==> config.mk <==
export PLATFORM = sky130hd
export DESIGN_NAME = i2c_tgt_top
export DESIGN_NICKNAME = d
export VERILOG_FILES = /design/src/rtl/i2c_tgt_pkg.sv /design/src/rtl/i2c_tgt_sync.sv /design/src/rtl/i2c_tgt_datapath.sv /design/src/rtl/i2c_tgt_ctrl.sv /design/src/rtl/i2c_tgt_top.sv
export SDC_FILE = /design/constraint.sdc
export NUM_CORES = 1
export LEC_CHECK = 0
export BUFFER_PORTS_ARGS = -buffer_cell sky130_fd_sc_hd__buf_2
export CAP_MARGIN = 10
export CORE_ASPECT_RATIO = 1.4
export CORE_UTILIZATION = 50
export CTS_CLUSTER_SIZE = 30
export DETAILED_ROUTE_END_ITERATION = 10
export PLACE_DENSITY = 0.77
export SYNTH_ARGS = -nofsm -noshare
export SYNTH_HDL_FRONTEND = slang
export SYNTH_SLANG_ARGS = --single-unit
==> constraint.sdc <==
create_clock -name clk -period 2.4 [get_ports clk]
set_input_delay 0.12 -clock clk [delete_from_list [all_inputs] [get_ports clk]]
set_output_delay 0.12 -clock clk [all_outputs]
set_load 0.01 [all_outputs]
==> src/rtl/i2c_tgt_pkg.sv <==
package i2c_tgt_pkg;

  typedef enum logic [3:0] {
    ST_IDLE,
    ST_DEV,
    ST_DEV_ACK,
    ST_WADDR,
    ST_WADDR_ACK,
    ST_WDATA,
    ST_WDATA_ACK,
    ST_RDATA,
    ST_RACK,
    ST_WAIT
  } busState_e;

  // strobes from control to datapath
  typedef struct packed {
    logic shiftIn;     // sample data line into receive shifter
    logic countBit;    // bump bit counter
    logic clrBits;     // clear bit counter
    logic loadTx;      // load transmit shifter from array
    logic shiftTx;     // advance transmit shifter
    logic loadPtr;     // pointer from received word address
    logic incPtr;      // pointer plus one with wrap
    logic wrEn;        // store received byte
    logic sdaLowNext;  // requested pull-low for next cycle
  } dpCtrl_t;

endpackage

==> src/rtl/i2c_tgt_sync.sv <==
module i2c_tgt_sync #(
  parameter int   STAGES    = 2,
  parameter logic RESET_VAL = 1'b1
) (
  input  logic clk,
  input  logic rstN,
  input  logic din,
  output logic dout
);

  logic [STAGES-1:0] pipe;

  always_ff @(posedge clk or negedge rstN) begin
    if (!rstN) pipe <= {STAGES{RESET_VAL}};
    else       pipe <= {pipe[STAGES-2:0], din};
  end

  assign dout = pipe[STAGES-1];

endmodule

==> src/rtl/i2c_tgt_datapath.sv <==
module i2c_tgt_datapath
  import i2c_tgt_pkg::*;
#(
  parameter int NUM_REGS    = 26,
  parameter int SYNC_STAGES = 2,
  parameter int ADDR_W      = $clog2(NUM_REGS)
) (
  input  logic              clk,
  input  logic              rstN,
  input  logic              sclIn,
  input  logic              sdaIn,
  input  dpCtrl_t           ctrl,
  output logic              sclSync,
  output logic              sdaSync,
  output logic              sclRise,
  output logic              sclFall,
  output logic              startDet,
  output logic              stopDet,
  output logic              byteDone,
  output logic [7:0]        rxByte,
  output logic              txMsb,
  output logic              sdaDriveLow,
  output logic [ADDR_W-1:0] regAddr,
  output logic [7:0]        regWrData,
  output logic              regWrEn,
  input  logic [7:0]        regRdData
);

  localparam logic [ADDR_W-1:0] LAST_LOC = ADDR_W'(NUM_REGS - 1);
  localparam logic [7:0]        LOC_LIMIT = 8'(NUM_REGS);

  logic              sclPrev, sdaPrev;
  logic [3:0]        bitCnt;
  logic [7:0]        txShift;
  logic [ADDR_W-1:0] ptr;
  logic              sdaLow;

  i2c_tgt_sync #(.STAGES(SYNC_STAGES), .RESET_VAL(1'b1)) u_sclSync (
    .clk(clk), .rstN(rstN), .din(sclIn), .dout(sclSync)
  );
  i2c_tgt_sync #(.STAGES(SYNC_STAGES), .RESET_VAL(1'b1)) u_sdaSync (
    .clk(clk), .rstN(rstN), .din(sdaIn), .dout(sdaSync)
  );

  always_ff @(posedge clk or negedge rstN) begin
    if (!rstN) begin
      sclPrev <= 1'b1;
      sdaPrev <= 1'b1;
    end else begin
      sclPrev <= sclSync;
      sdaPrev <= sdaSync;
    end
  end

  assign sclRise  = sclSync & ~sclPrev;
  assign sclFall  = ~sclSync & sclPrev;
  assign startDet = sclSync & sclPrev & sdaPrev & ~sdaSync;
  assign stopDet  = sclSync & sclPrev & ~sdaPrev & sdaSync;

  // bit counter
  always_ff @(posedge clk or negedge rstN) begin
    if (!rstN)              bitCnt <= '0;
    else if (ctrl.clrBits)  bitCnt <= '0;
    else if (ctrl.countBit) bitCnt <= bitCnt + 4'd1;
  end
  assign byteDone = (bitCnt == 4'd8);

  // receive shifter
  always_ff @(posedge clk or negedge rstN) begin
    if (!rstN)             rxByte <= '0;
    else if (ctrl.shiftIn) rxByte <= {rxByte[6:0], sdaSync};
  end

  // transmit shifter, MSB first
  always_ff @(posedge clk or negedge rstN) begin
    if (!rstN)             txShift <= 8'hFF;
    else if (ctrl.loadTx)  txShift <= regRdData;
    else if (ctrl.shiftTx) txShift <= {txShift[6:0], 1'b1};
  end
  assign txMsb = txShift[7];

  // persistent location pointer
  always_ff @(posedge clk or negedge rstN) begin
    if (!rstN) begin
      ptr <= '0;
    end else if (ctrl.loadPtr) begin
      ptr <= (rxByte < LOC_LIMIT) ? rxByte[ADDR_W-1:0] : '0;
    end else if (ctrl.incPtr) begin
      ptr <= (ptr == LAST_LOC) ? '0 : ptr + 1'b1;
    end
  end

  // open-drain request, cleared by any bus condition
  always_ff @(posedge clk or negedge rstN) begin
    if (!rstN)                   sdaLow <= 1'b0;
    else if (startDet | stopDet) sdaLow <= 1'b0;
    else                         sdaLow <= ctrl.sdaLowNext;
  end

  assign sdaDriveLow = sdaLow;
  assign regAddr     = ptr;
  assign regWrData   = rxByte;
  assign regWrEn     = ctrl.wrEn;

endmodule

==> src/rtl/i2c_tgt_ctrl.sv <==
module i2c_tgt_ctrl
  import i2c_tgt_pkg::*;
#(
  parameter logic [6:0] DEV_ID = 7'b1101111
) (
  input  logic       clk,
  input  logic       rstN,
  input  logic       sclRise,
  input  logic       sclFall,
  input  logic       startDet,
  input  logic       stopDet,
  input  logic       byteDone,
  input  logic       sdaSync,
  input  logic [7:0] rxByte,
  input  logic       txMsb,
  output dpCtrl_t    ctrl
);

  busState_e state, stateNext;
  logic      isRead, isReadNext;
  logic      hostAck, hostAckNext;

  always_ff @(posedge clk or negedge rstN) begin
    if (!rstN) begin
      state   <= ST_IDLE;
      isRead  <= 1'b0;
      hostAck <= 1'b0;
    end else begin
      state   <= stateNext;
      isRead  <= isReadNext;
      hostAck <= hostAckNext;
    end
  end

  always_comb begin
    ctrl        = '0;
    stateNext   = state;
    isReadNext  = isRead;
    hostAckNext = hostAck;

    unique case (state)
      ST_DEV, ST_WADDR, ST_WDATA: begin
        if (sclRise && !byteDone) begin
          ctrl.shiftIn  = 1'b1;
          ctrl.countBit = 1'b1;
        end
        if (sclFall && byteDone) begin
          ctrl.clrBits = 1'b1;
          if (state == ST_DEV) begin
            if (rxByte[7:1] == DEV_ID) begin
              isReadNext = rxByte[0];
              stateNext  = ST_DEV_ACK;
            end else begin
              stateNext = ST_WAIT;
            end
          end else if (state == ST_WADDR) begin
            ctrl.loadPtr = 1'b1;
            stateNext    = ST_WADDR_ACK;
          end else begin
            ctrl.wrEn   = 1'b1;
            ctrl.incPtr = 1'b1;
            stateNext   = ST_WDATA_ACK;
          end
        end
      end

      ST_DEV_ACK: begin
        ctrl.sdaLowNext = 1'b1;
        if (sclFall) begin
          ctrl.clrBits = 1'b1;
          if (isRead) begin
            ctrl.loadTx = 1'b1;
            stateNext   = ST_RDATA;
          end else begin
            stateNext = ST_WADDR;
          end
        end
      end

      ST_WADDR_ACK: begin
        ctrl.sdaLowNext = 1'b1;
        if (sclFall) begin
          ctrl.clrBits = 1'b1;
          stateNext    = ST_WDATA;
        end
      end

      ST_WDATA_ACK: begin
        ctrl.sdaLowNext = 1'b1;
        if (sclFall) stateNext = ST_WAIT;
      end

      ST_RDATA: begin
        ctrl.sdaLowNext = ~txMsb;
        if (sclRise && !byteDone) ctrl.countBit = 1'b1;
        if (sclFall && byteDone) begin
          ctrl.clrBits    = 1'b1;
          ctrl.incPtr     = 1'b1;
          ctrl.sdaLowNext = 1'b0;
          stateNext       = ST_RACK;
        end else if (sclFall && bitCnt_nonzero(byteDone)) begin
          ctrl.shiftTx = 1'b1;
        end
      end

      ST_RACK: begin
        if (sclRise) hostAckNext = ~sdaSync;
        if (sclFall) begin
          if (hostAck) begin
            ctrl.loadTx = 1'b1;
            ctrl.clrBits = 1'b1;
            stateNext   = ST_RDATA;
          end else begin
            stateNext = ST_WAIT;
          end
        end
      end

      default: ;  // idle and standby ignore the bus
    endcase

    if (startDet) begin
      ctrl            = '0;
      ctrl.clrBits    = 1'b1;
      stateNext       = ST_DEV;
      hostAckNext     = 1'b0;
    end else if (stopDet) begin
      ctrl            = '0;
      ctrl.clrBits    = 1'b1;
      stateNext       = ST_IDLE;
      hostAckNext     = 1'b0;
    end
  end

  // every falling edge inside a byte that is not its last shifts
  function automatic logic bitCnt_nonzero(input logic done);
    return !done;
  endfunction

endmodule

==> src/rtl/i2c_tgt_top.sv <==
module i2c_tgt_top
  import i2c_tgt_pkg::*;
#(
  parameter logic [6:0] DEV_ID      = 7'b1101111,
  parameter int         NUM_REGS    = 26,
  parameter int         SYNC_STAGES = 2,
  localparam int        ADDR_W      = $clog2(NUM_REGS)
) (
  input  logic              clk,
  input  logic              rstN,
  input  logic              sclIn,
  input  logic              sdaIn,
  output logic              sdaDriveLow,
  output logic [ADDR_W-1:0] regAddr,
  output logic [7:0]        regWrData,
  output logic              regWrEn,
  input  logic [7:0]        regRdData
);

  dpCtrl_t    ctrl;
  logic       sclSync, sdaSync, sclRise, sclFall;
  logic       startDet, stopDet, byteDone, txMsb;
  logic [7:0] rxByte;

  i2c_tgt_ctrl #(.DEV_ID(DEV_ID)) u_ctrl (
    .clk(clk), .rstN(rstN),
    .sclRise(sclRise), .sclFall(sclFall),
    .startDet(startDet), .stopDet(stopDet),
    .byteDone(byteDone), .sdaSync(sdaSync),
    .rxByte(rxByte), .txMsb(txMsb),
    .ctrl(ctrl)
  );

  i2c_tgt_datapath #(
    .NUM_REGS(NUM_REGS), .SYNC_STAGES(SYNC_STAGES), .ADDR_W(ADDR_W)
  ) u_dp (
    .clk(clk), .rstN(rstN),
    .sclIn(sclIn), .sdaIn(sdaIn),
    .ctrl(ctrl),
    .sclSync(sclSync), .sdaSync(sdaSync),
    .sclRise(sclRise), .sclFall(sclFall),
    .startDet(startDet), .stopDet(stopDet),
    .byteDone(byteDone), .rxByte(rxByte), .txMsb(txMsb),
    .sdaDriveLow(sdaDriveLow),
    .regAddr(regAddr), .regWrData(regWrData), .regWrEn(regWrEn),
    .regRdData(regRdData)
  );

endmodule

=== Word level (Yosys, flattened, before mapping) ===
Index checks and enable logic that the tools add are counted.

* Register bits: 38
* Memory bits (writable): 0
* Input bits: 12
* Memories: 0
* Memory bits (read-only): 0
* Bits in latches: 0
* Word-level logic and storage cells: 114

* Magnitude comparators: 1
* Reduce and logical (&&, ||, !) cells: 16
* Mux-type cells: 53
* Divide/modulo/power cells: 0
* Shifts and indexed selects: 0
* Add/sub/neg operators: 2
* $mul: 0
* Bitwise operators: 13
* Equality and inequality tests: 17

{| class="wikitable"
|+ Operators by type and width
! kind !! number
|-
| $mux 4 || 13
|-
| $ne 4x1->1 const B || 6
|-
| $pmux 4 s6 || 1
|-
| $mux 5 || 4
|-
| $mux 9 || 2
|-
| $mux 1 || 17
|-
| $eq 4x3->1 const B || 4
|-
| $mux 8 || 2
|-
| $mux 2 || 6
|-
| $mux 3 || 3
|-
| $eq 4x2->1 const B || 2
|-
| $eq 4x4->1 const B || 2
|-
| $lt 8x5->1 const B || 1
|-
| $pmux 1 s2 || 4
|-
| $reduce_bool 8->1 || 1
|-
| $and 1x1->1 || 7
|-
| $eq 7x7->1 const B || 1
|-
| $reduce_and 7->1 || 1
|-
| $reduce_bool 2->1 || 3
|-
| $reduce_bool 3->1 || 2
|-
| $reduce_or 3->1 || 2
|-
| $add 5x1->5 const B || 1
|-
| $eq 5x5->1 const B || 1
|-
| $not 1->1 || 5
|-
| other kinds (9) || 11
|}

=== Depth between registers and ports, before layout ===
Gate-level depths: netlist of run 1.

* Word-level depth: 10
* Depth in mapped cells: 8
* Gate-level depth less buffers: 7

=== Cells and area by module ===
Synthesis of run 1 repeated with hierarchy kept, for this count alone.

* Cells, all modules: 220
* Area total of the unflattened synthesis: 2228.4 um^2

{| class="wikitable"
|+ By module, submodules not included
! module !! cells each !! times used !! area each (um^2)
|-
| i2c_tgt_datapath || 133 || 1 || 1411.4
|-
| i2c_tgt_ctrl || 83 || 1 || 711.9
|-
| i2c_tgt_sync || 2 || 2 || 52.6
|}

=== Least setup slack after synthesis of run 1 ===
No wires, ideal clock.

* Kind: register to register
* Start point: reg u_dp.bitCnt[0]
* End point: reg u_ctrl.state[0]
* Stages on the path, launching flop included: 9
* Arrival: 1.620 ns
* Path buffers: 1
* Slack: 0.652 ns
* Cell sequence: dfrtp_1 inv_1 ha_1 and3b_1 clkbuf_1 nand2_1 o31ai_4 a31oi_1 mux2_1

* Longest elaborated chain between the ends: 4

{| class="wikitable"
|+ Ends and longest elaborated chain
! item !! RTL line !! RTL
|-
| from (decl) || i2c_tgt_datapath.sv:33 || <nowiki>logic [3:0] bitCnt;</nowiki>
|-
| from (signal assigned) || i2c_tgt_datapath.sv:64 || <nowiki>else if (ctrl.countBit) bitCnt <= bitCnt + 4'd1;</nowiki>
|-
| $eq 4x4->1 (*) || i2c_tgt_datapath.sv:66 || <nowiki>assign byteDone = (bitCnt == 4'd8);</nowiki>
|-
| $logic_and 1x1->1 (*) || i2c_tgt_ctrl.sv:47, i2c_tgt_ctrl.sv:96 ||
|-
| $ne 4x1->1 (no line) || - ||
|-
| $reduce_and 7->1 (no line) (*) || - ||
|-
| to (signal assigned) || i2c_tgt_ctrl.sv:29 || <nowiki>state <= stateNext;</nowiki>
|-
| to (decl) || i2c_tgt_ctrl.sv:19 || <nowiki>busState_e state, stateNext;</nowiki>
|}

Every way passes the cells marked *; elsewhere a longest branch is shown, timed or not.
A chain may end at the register's enable or synchronous reset.

=== Worst setup path in the final report of run 1 ===
* Start point: reg u_ctrl.state[1]
* End point: reg u_ctrl.state[0]

* Longest elaborated chain between the ends: 6

{| class="wikitable"
|+ Ends and longest elaborated chain
! item !! RTL line !! RTL
|-
| $eq 4x1->1 || i2c_tgt_ctrl.sv:41, i2c_tgt_ctrl.sv:49 ||
|-
| $mux 4 || i2c_tgt_ctrl.sv:49 || <nowiki>if (state == ST_DEV) begin</nowiki>
|-
| $mux 4 || i2c_tgt_ctrl.sv:47 || <nowiki>if (sclFall && byteDone) begin</nowiki>
|-
| $pmux 4 s6 || i2c_tgt_ctrl.sv:41 || <nowiki>unique case (state)</nowiki>
|-
| $mux 4 || i2c_tgt_ctrl.sv:127 || <nowiki>end else if (stopDet) begin</nowiki>
|-
| $mux 4 || i2c_tgt_ctrl.sv:122 || <nowiki>if (startDet) begin</nowiki>
|}

Several ways; a longest one is shown, not always the timed one. The select of a mux whose other input is x is not followed.

==> results of run 1 <==
## worst paths after layout
path | startpoint | to
worst max-delay path | u_ctrl.state[1] | u_ctrl.state[0]
worst min-delay path | regRdData[0] | u_dp.txShift[0]
worst max register to register | u_ctrl.state[1] | u_ctrl.state[0]
worst min register to register | u_dp.u_sdaSync.pipe[0] | u_dp.u_sdaSync.pipe[1]
max in group asynchronous | rstN | u_dp.bitCnt[0]
min in group asynchronous | rstN | u_ctrl.state[2]
## area by class of cell
cell class | count | area, sq um
Timing Repair Buffer | 32 | 183
Fill cell | 344 | 1580
Tap cell | 43 | 53.8
Sequential cell | 38 | 968
Inverter | 4 | 15.0
Multi-Input combinational cell | 150 | 1050
Clock inverter | 2 | 60.1
Clock buffer | 6 | 82.6
## worst max-delay path, cell delays in order, from the launching register on
cell	delay, ps
dfrtp_1	540
nor2_1	380
xor2_1	270
o31ai_4	120
a31oi_1	230
mux2_1	340
## repair_timing
item                                    in CTS  in global routing
endpoints found under the hold margin       26                  0
hold buffers                                 3                  0
endpoints found under the setup margin       0                  0
## stage by stage
stage	power [W]	utilization, %	instances
2_1_floorplan	0.000969	-	200
3_3_place_gp	0.00104	56.2	264
3_5_place_dp	0.00105	56.2	264
4_1_cts	0.00173	60.5	275
5_1_grt	0.00179	60.5	275
6_report	0.00172	60.5	275
## per-layer routing
metal / track usage [%] / vias up / wire length, um / share of wire [%]
met3: 4.78 / 4 / 156 / 3.7
li1: - / 780 / - / -
met5: 0 / - / 0 / 0
met2: 34.5 / 40 / 2200 / 52
met4: 11.0 / 0 / 41 / 0.98
met1: 25.5 / 792 / 1800 / 43
## logic make-up (layout without fill, tap and decap cells)
group                      count (synthesis)  count (layout)
AOI/OAI and AO/OA                         41              41
xor gates and xnor gates                   5               5
adders and majority gates                  4               4
buffers and inverters                     12              44
DFF                                       38              38
muxes                                     10              10
and+or+nand+nor                           90              90
## Yosys cell counts (2+ instances only)
| cell type | instances |
|---|---|
| nor3_1 | 5 |
| mux2_4 | 8 |
| a211o_1 | 2 |
| nor2b_1 | 3 |
| a31oi_1 | 2 |
| o21ai_0 | 10 |
| nor2_1 | 12 |
| o21ai_1 | 2 |
| a21oi_1 | 4 |
| and3_1 | 2 |
| a22oi_1 | 9 |
| o211ai_1 | 2 |
| inv_1 | 4 |
| dfrtp_1 | 24 |
| xor2_1 | 4 |
| nor3b_1 | 3 |
| buf_2 | 2 |
| or2b_1 | 2 |
| o22ai_1 | 2 |
| nand4b_1 | 3 |
| dfstp_2 | 14 |
| nand3_1 | 9 |
| buf_6 | 4 |
| a21o_1 | 2 |
| ha_1 | 4 |
| nand2b_1 | 5 |
| nand2_1 | 28 |
| nand3b_1 | 6 |
## sequential cells by signal, indices dropped and copies added (netlist names), 2 cells and up
register and cells:
u_dp.u_sclSync.pipe 2, u_dp.bitCnt 4, u_dp.regAddr 5, u_dp.regWrData 8, u_dp.u_sdaSync.pipe 2, u_dp.txShift 8, u_ctrl.state 4
## report_power, final
| group | internal (W) | total [W] | switching [W] | leakage [nW] |
|---|---|---|---|---|
| sequential | 0.000696 | 0.000797 | 0.000101 | 0.477 |
| clock | 0.000443 | 0.000672 | 0.000229 | 0.0714 |
| combinational | 0.000134 | 0.000247 | 0.000113 | 0.601 |
==> out/results.txt, run 1 <==
Run status: finished, violations left
Failing checks: DRC
Ports: 27
Commonest non-fill, non-tap cells in the layout: nand2_1 (28), buf_2 (26), dfrtp_1 (24)
Clk_lat worst skew: 290 ps
Post-synthesis xor/xnor area fraction: 2.09%
Synth Area in Compound Gates: 14.5%
Maximum vdd drop: 0.000762 V
Routed wire length per instance: 15.3 um
Max Slew Vio Count: 0
CTS root buf: clkbuf_8
PortBufs: 26
Iter 0 DRT Violations: 49
Min Hold Slack: 28.9 ps
Setup total negative slack: 0 ps
RSZ-0062 raised after global routing: no
DR vias: 1616
Yosys top cell by area: dfrtp_1
Vias in the first global route: 1542
Seq/Total Area, Yosys: 46.2%
Req. time, crit path: 2580 ps
GPL Wtd Cong: 0.891
Dpl ws: 453 ps
Min-Delay Path Class: input pin to flop
Critical path startpoint category: flop
Arrival @ worst endpoint: 2180 ps
Leading cell type in the layout, fill and taps excluded: nand2_1
CTS buffer count: 5
Leakage: 1.15 nW
EDFF count, synth: 0
Setup crit end kind: flop
Distinct cells, synth: 51
Placed cell areas: 2240 sq um
First-pass GRT wire length: 7130 um
Clk_skew: 13.6 ps
Slew @ Worst Pin: 818 ps
Reg2Reg Depth: 5
DR vias/cell: 5.88
# clock sinks: 38
Total GRT Usage: 21.0%
Hold path cells: 3
R2r setup slk: 400 ps
Mux contribution to synthesized area: 6.80%
DIE AREA: 4460 sq um
Pre-antenna DRT Iters: 7
Total nets after synthesis: 216
H-tree depth: 2
Initial antenna violation count: 0
Adder-Cell Fraction of Synth Area: 2.39%
Largest family of logic cells by synthesized area: simple AND/OR/NAND/NOR gates
DP HPWL: 2890 um
Asr flop ratio synth: 100%
Max-Cap Viols: 0
Global route overflow: 0
Clock transition at the registers of the reported paths: 80 ps
Top_reg_cell synth: dfrtp_1
Mapped Area: 2100 sq um
Final worst path period need: 2000 ps
Yosys Warn Count: 0
Nets: 247
Post_cts resized: 0
Critical path peak fanout: 13
Synth area leaders: dfrtp_1 (29%), dfstp_2 (18%), mux2_4 (5.7%)
Setup slack after layout: 396 ps
Final ANT Viol Nets: 0
# DRC: 2
CTS tree: done
Maximum clock insertion buffer count: 2
Die Ht: 78.7 um
# setup viols final: 0
Final hold vios: 0
Syn-to-layout area delta: 14.9%
Largest net degree at the start of global routing: 39
Final WL: 4200 um
Synth Area in Simple Gates: 24.2%
FMAX: 499 MHz
Final instance area: 2410 sq um
Layout cells sized above 1: 28.9%
# rows: 27
Chip width: 56.8 um
Power Dens Cells: 712 nW/um^2
Mapped Cells: 200
FF+latch count, synth: 38
Initial Util: 52.6%
Kind of critical path: flop to flop
Post-route clock period utilization: 83.5%
Max transition margin: 45.4%
Core area: 3990 sq um
Top-area cell type share of the netlist area: 28.6%
Antenna cells: 0
Post-CTS Setup Bufs: 0
Synthesized area per cell: 10.5 sq um
No activity file was read; power rests on OpenSTA's default activity.
==> run 2, diff against run 1 <==
==> constraint.sdc (replaced) <==
create_clock -name clk -period 1.9 [get_ports clk]
set_input_delay 0.095 -clock clk [delete_from_list [all_inputs] [get_ports clk]]
set_output_delay 0.095 -clock clk [all_outputs]
set_load 0.01 [all_outputs]
==> out/results.txt, run 2 (synthesized netlist as in run 1, its figures left out) <==
Final ANT Viol Nets: 0
Psw: 0.000563 W
Pint: 0.00149 W
Kind of critical path: flop to primary output
PortBufs: 26
Clock Power Share: 34.5%
DR top layer: met4
Commonest non-fill, non-tap cells in the layout: nand2_1 (27), buf_2 (26), dfrtp_1 (24)
CP Buf/Inv Count: 2
DP HPWL: 3150 um
DR vias: 1670
Met3 wire len: 148 um
Worst-path cell chain: inv_1, ha_1, and3b_2, nand2_2, nor3b_1, buf_2
Failing checks: DRC
Largest net degree at the start of global routing: 39
Clock transition at the registers of the reported paths: 70 ps
GPL Wtd Cong: 0.864
Arrival @ worst endpoint: 1670 ps
Max Slew Vio Count: 0
Clk_lat worst skew: 300 ps
Die Ht: 78.7 um
Switching Share: 27.4%
Post-CTS Setup Bufs: 0
CTS buffer count: 5
DIE AREA: 4460 sq um
Post-route clock period utilization: 93.0%
Syn-to-layout area delta: 18.7%
Critical path startpoint category: flop
Initial antenna violation count: 0
Vias in the first global route: 1738
H-tree depth: 2
Combinational share of power: 17.8%
# setup viols final: 0
Iter 0 DRT Violations: 66
Post-Route M1 WL: 1880 um
Critical path peak fanout: 5
Run status: finished, violations left
Leakage: 1.20 nW
WL met2: 2400 um
Req. time, crit path: 1800 ps
Setup crit end kind: primary output
Global route overflow: 0
RSZ-0062 raised after global routing: no
Crit-path leading delay family: simple AND/OR/NAND/NOR gates
Pre-antenna DRT Iters: 7
Maximum vdd drop: 0.000494 V
Nets: 260
Ports: 27
FMAX: 566 MHz
Final WL: 4510 um
CP max stage cell: dfrtp_1
CTS tree: done
Setup slack after layout: 133 ps
Final hold vios: 0
DR vias/cell: 5.80
Flop pwr share: 47.7%
Dpl ws: 71.1 ps
Routed wire length per instance: 15.6 um
Initial Util: 52.6%
Slew @ Worst Pin: 826 ps
Total GRT Usage: 22.5%
Leading cell type in the layout, fill and taps excluded: nand2_1
Min-Delay Path Class: input pin to flop
Antenna cells: 0
# rows: 27
Clk_skew: 11.5 ps
Maximum clock insertion buffer count: 2
# DRC: 2
Max-Cap Viols: 0
# clock sinks: 38
First-pass GRT wire length: 7730 um
Power Dens Cells: 825 nW/um^2
Setup total negative slack: 0 ps
Final worst path period need: 1770 ps
Layout cells sized above 1: 33.1%
Fill cells: 331
Chip width: 56.8 um
CP max stage delay: 400 ps
Max transition margin: 44.9%
Core area: 3990 sq um
CTS root buf: clkbuf_8
run 2: cell count changes in the layout (fill, tap and decap cells not counted):
cell / change
nand2_1: -1
bufinv_16: -1
a21o_2: +1
buf_4: +12
clkbuf_1: +1
a21o_1: -1
dlygate4sd3_1: +1
and3b_2: +1
and3b_1: -1
nand2_2: +1
run 2: routing by layer:
layer,vias to the layer above,global-route usage [%]
met2,45,41.1
met3,7,4.12
met1,811,25.4
met5,-,0
li1,807,-
met4,0,9.02
run 2: final cells by class:
class                      count  area (sq um)  share of cell area (%)
multi-input combinational    150          1050                    42.3
sequential                    38           968                    38.9
timing repair buffer          45           283                    11.4
clock buffer                   7          86.3                    3.47
tap                           43          53.8                    2.16
clock inverter                 1          30.0                    1.21
inverter                       4          15.0                   0.603
run 2: what timing repair did:
action,CTS,global route
gates resized for setup,0,3
hold endpoints to repair,27,0
hold buffers,4,0
endpoints found under the setup margin,0,10
run 2: path summary, 6_finish.rpt:
path / slack, ps / startpoint / cells past startpoint / endpoint
min in group asynchronous: 440 / rstN / 2 / u_ctrl.state[0]
setup / recovery: 130 / u_dp.bitCnt[0] / 6 / regWrEn
hold reg to reg: 360 / u_dp.u_sdaSync.pipe[0] / 0 / u_dp.u_sdaSync.pipe[1]
hold / removal: 30 / regRdData[3] / 3 / u_dp.txShift[3]
setup reg to reg: 150 / u_dp.bitCnt[0] / 7 / u_ctrl.state[0]
max in group asynchronous: 940 / rstN / 2 / u_dp.regWrData[3]
run 2: power groups by stage:
stage	combinational (W)	sequential, W	clock, W
final	0.000365	0.000980	0.000709
after global routing	0.000402	0.000991	0.000757
after CTS	0.000365	0.000976	0.000721
after detailed placement	0.000355	0.000990	0
after global placement	0.000347	0.000988	0
after floorplan	0.000249	0.000974	0
run 2: worst min-delay path: cells and delay by family:
kind	cells	cell delay, ps
AO/OA/AOI/OAI	1	60
buffers and inverters	1	70
AND/OR/NAND/NOR	1	60
run 2: stage by stage:
stage	power, W	hold slack [ps]	cell area (sq um)	instances	utilization [%]
floorplan	0.00122	-201	2100	200	-
global placement	0.00134	200	2330	276	58.4
detailed placement	0.00135	202	2330	276	58.4
CTS	0.00206	29.3	2480	288	62.3
global route	0.00215	44.7	2490	288	62.5
finish	0.00205	30.4	2490	288	62.5
==> run 3, diff against run 2 <==
--- a/config.mk
+++ b/config.mk
@@ -5,13 +5,14 @@
 export SDC_FILE = /design/constraint.sdc
 export NUM_CORES = 1
 export LEC_CHECK = 0
+export ABC_AREA = 1
 export BUFFER_PORTS_ARGS = -buffer_cell sky130_fd_sc_hd__buf_2
 export CAP_MARGIN = 10
-export CORE_ASPECT_RATIO = 1.4
+export CORE_ASPECT_RATIO = 0.75
 export CORE_UTILIZATION = 50
 export CTS_CLUSTER_SIZE = 30
 export DETAILED_ROUTE_END_ITERATION = 10
-export PLACE_DENSITY = 0.77
+export PLACE_DENSITY = 0.76
 export SYNTH_ARGS = -nofsm -noshare
 export SYNTH_HDL_FRONTEND = slang
 export SYNTH_SLANG_ARGS = --single-unit
==> constraint.sdc (replaced) <==
create_clock -name clk -period 2.3 [get_ports clk]
set_input_delay 0.115 -clock clk [delete_from_list [all_inputs] [get_ports clk]]
set_output_delay 0.115 -clock clk [all_outputs]
set_load 0.01 [all_outputs]
==> out/results.txt, run 3 <==
Run status: completed
DR vias/cell: 4.86
Synth area leaders: dfrtp_1 (28%), dfstp_2 (17%), nand2_1 (16%)
EDFF count, synth: 0
Layout cells sized above 1: 25.7%
Min-delay src: regRdData[0]
Asr flop ratio synth: 100%
Power Total: 0.00182 W
Iter 0 DRT Violations: 136
FF-to-FF End: u_dp.regAddr[0]
Arrival @ worst endpoint: 1750 ps
Total nets after synthesis: 294
PortBufs: 26
Critical path peak fanout: 4
Largest net degree at the start of global routing: 39
Maximum vdd drop: 0.000564 V
RSZ-0062 raised after global routing: no
Reg2Reg Depth: 11
Setup crit end kind: primary output
Top-count cell post-synth: nand2_1
Vias in the first global route: 1544
Multi-input gate area: 1020 sq um
Maximum clock insertion buffer count: 2
Worst-path cell chain: inv_1, ha_1, nand2_1, nor2_1, nand2_4, nor2_1, nand2_1, inv_1, buf_2
CP max stage delay: 390 ps
Global route overflow: 0
Fill cells: 359
Leading cell type in the layout, fill and taps excluded: nand2_1
Register area: 968 sq um
CP Launch Point: u_dp.bitCnt[0]
Seq/Total Area, Yosys: 45.1%
Setup total negative slack: 0 ps
# rows: 20
# setup viols final: 0
Antenna cells: 0
Final ANT Viol Nets: 0
Post-CTS Setup Bufs: 0
Most frequent cells after synthesis: nand2_1 (91), inv_1 (32), nor2_1 (29)
Final hold vios: 0
FF+latch count, synth: 38
Chip width: 77.7 um
Initial Util: 52.6%
# clock sinks: 38
Final WL: 4160 um
DIE AREA: 4560 sq um
Min-Delay Path Class: input pin to flop
Final worst path period need: 1860 ps
CTS tree: done
Hold Crit Endpoint: u_dp.txShift[0]
Die Ht: 58.8 um
Max Slew Vio Count: 0
Syn-to-layout area delta: 15.8%
H-tree depth: 2
Power Dens Cells: 733 nW/um^2
Distinct cells, synth: 29
Kind of critical path: flop to primary output
Critical path startpoint category: flop
Max-Cap Viols: 0
Req. time, crit path: 2180 ps
First-pass GRT wire length: 6840 um
DP HPWL: 3160 um
Hold path cells: 3
Commonest non-fill, non-tap cells in the layout: nand2_1 (91), inv_1 (32), nor2_1 (29)
Top-area cell type share of the netlist area: 28.0%
Max transition margin: 46.0%
Slew @ Worst Pin: 810 ps
Ports: 27
CTS buffer count: 5
Yosys top cell by area: dfrtp_1
FMAX: 536 MHz
Mapped Cells: 278
Post-route clock period utilization: 81.1%
DR vias: 1799
Clock transition at the registers of the reported paths: 80 ps
Leakage: 1.25 nW
Nets: 330
Yosys Warn Count: 0
# DRC: 0
CTS root buf: clkbuf_8
Total GRT Usage: 19.9%
Initial antenna violation count: 0
Routed wire length per instance: 11.2 um
Clk_lat worst skew: 290 ps
GPL Wtd Cong: 0.914
R2r setup slk: 620 ps
Mapped Area: 2150 sq um
CP max stage cell: dfrtp_1
Pre-antenna DRT Iters: 4
Clk_skew: 5.95 ps
Top_reg_cell synth: dfrtp_1
Synthesized area per cell: 7.72 sq um
RR Startpoint: u_dp.bitCnt[0]
Core area: 4080 sq um
==> run 3: cell count changes after synthesis, moves of 4 or more <==
cell / change
nor2_2: +7
nand2_1: +63
nand2b_1: -5
inv_2: +4
nand3b_1: -6
nor2_4: +5
mux2_4: -8
nor2_1: +17
nand3_1: +10
a22oi_1: -9
nand2_2: +4
inv_1: +28
==> run 3: timing repair <==
item / 4_1_cts / 5_1_grt
hold endpoints to repair: 26 / 0
hold buffers: 3 / 0
gates resized for setup: 0 / 0
==> run 3: worst max path at each step <==
stage	to	slack [ps]	depth (start not counted)
2_1_floorplan	u_dp.regAddr[2]	790	11
6_report	regWrEn	440	9
3_3_place_gp	u_dp.regWrData[7]	660	5
4_1_cts	regWrEn	420	9
5_1_grt	regWrEn	320	9
3_5_place_dp	u_dp.regWrData[7]	630	5
==> run 3: routing by layer <==
layer	up-vias	track usage (%)	routed length (um)
met3	7	4.81	251
met4	0	7.28	63
met1	801	28.7	2110
li1	940	-	-
met5	-	0	0
met2	51	29.2	1740
==> run 3: through the flow <==
step | hold WS (ps) | utilization, % | setup WS, ps | instances | cell area, sq um
detailed placement | 222 | 57.4 | 634 | 359 | 2340
CTS | 74.2 | 61.0 | 423 | 370 | 2490
finish | 75.4 | 61.0 | 435 | 370 | 2490
floorplan | -181 | - | 788 | 278 | 2150
global route | 76.6 | 61.0 | 323 | 370 | 2490
global placement | 220 | 57.4 | 662 | 359 | 2340
==> run 3: critical path: cells and delay by family, from the launching register on <==
kind	cells	cell delay (ps)
and+or+nand+nor	5	570
adders and majority gates	1	180
buffers and inverters	3	310
DFF	1	390
==> run 3: cell families (layout without fill, tap and decap cells) <==
group                      Yosys count  after routing  synth area share (%)
AOI/OAI and AO/OA                   24             24                  7.05
xor gates and xnor gates             6              6                  2.45
muxes                                1              1                 0.524
adders and majority gates            4              4                  2.33
and+or+nand+nor                    166            166                  35.1
buffers and inverters               39             76                  7.46
DFF                                 38             38                  45.1
==> run 3: area by class of cell <==
| cell class | instances | area share (%) |
|---|---|---|
| Clock buffer | 5 | 2.77 |
| Clock inverter | 3 | 1.81 |
| Inverter | 37 | 5.69 |
| Multi-Input combinational cell | 201 | 41.0 |
| Sequential cell | 38 | 39.0 |
| Tap cell | 55 | 2.77 |
| Timing Repair Buffer | 31 | 7.05 |
==> run 3: power breakdown <==
part	switching, W	internal [W]	leakage, nW
combinational	0.000251	0.000147	0.731
sequential	0.0000938	0.000764	0.469
clock	0.000244	0.000322	0.0504
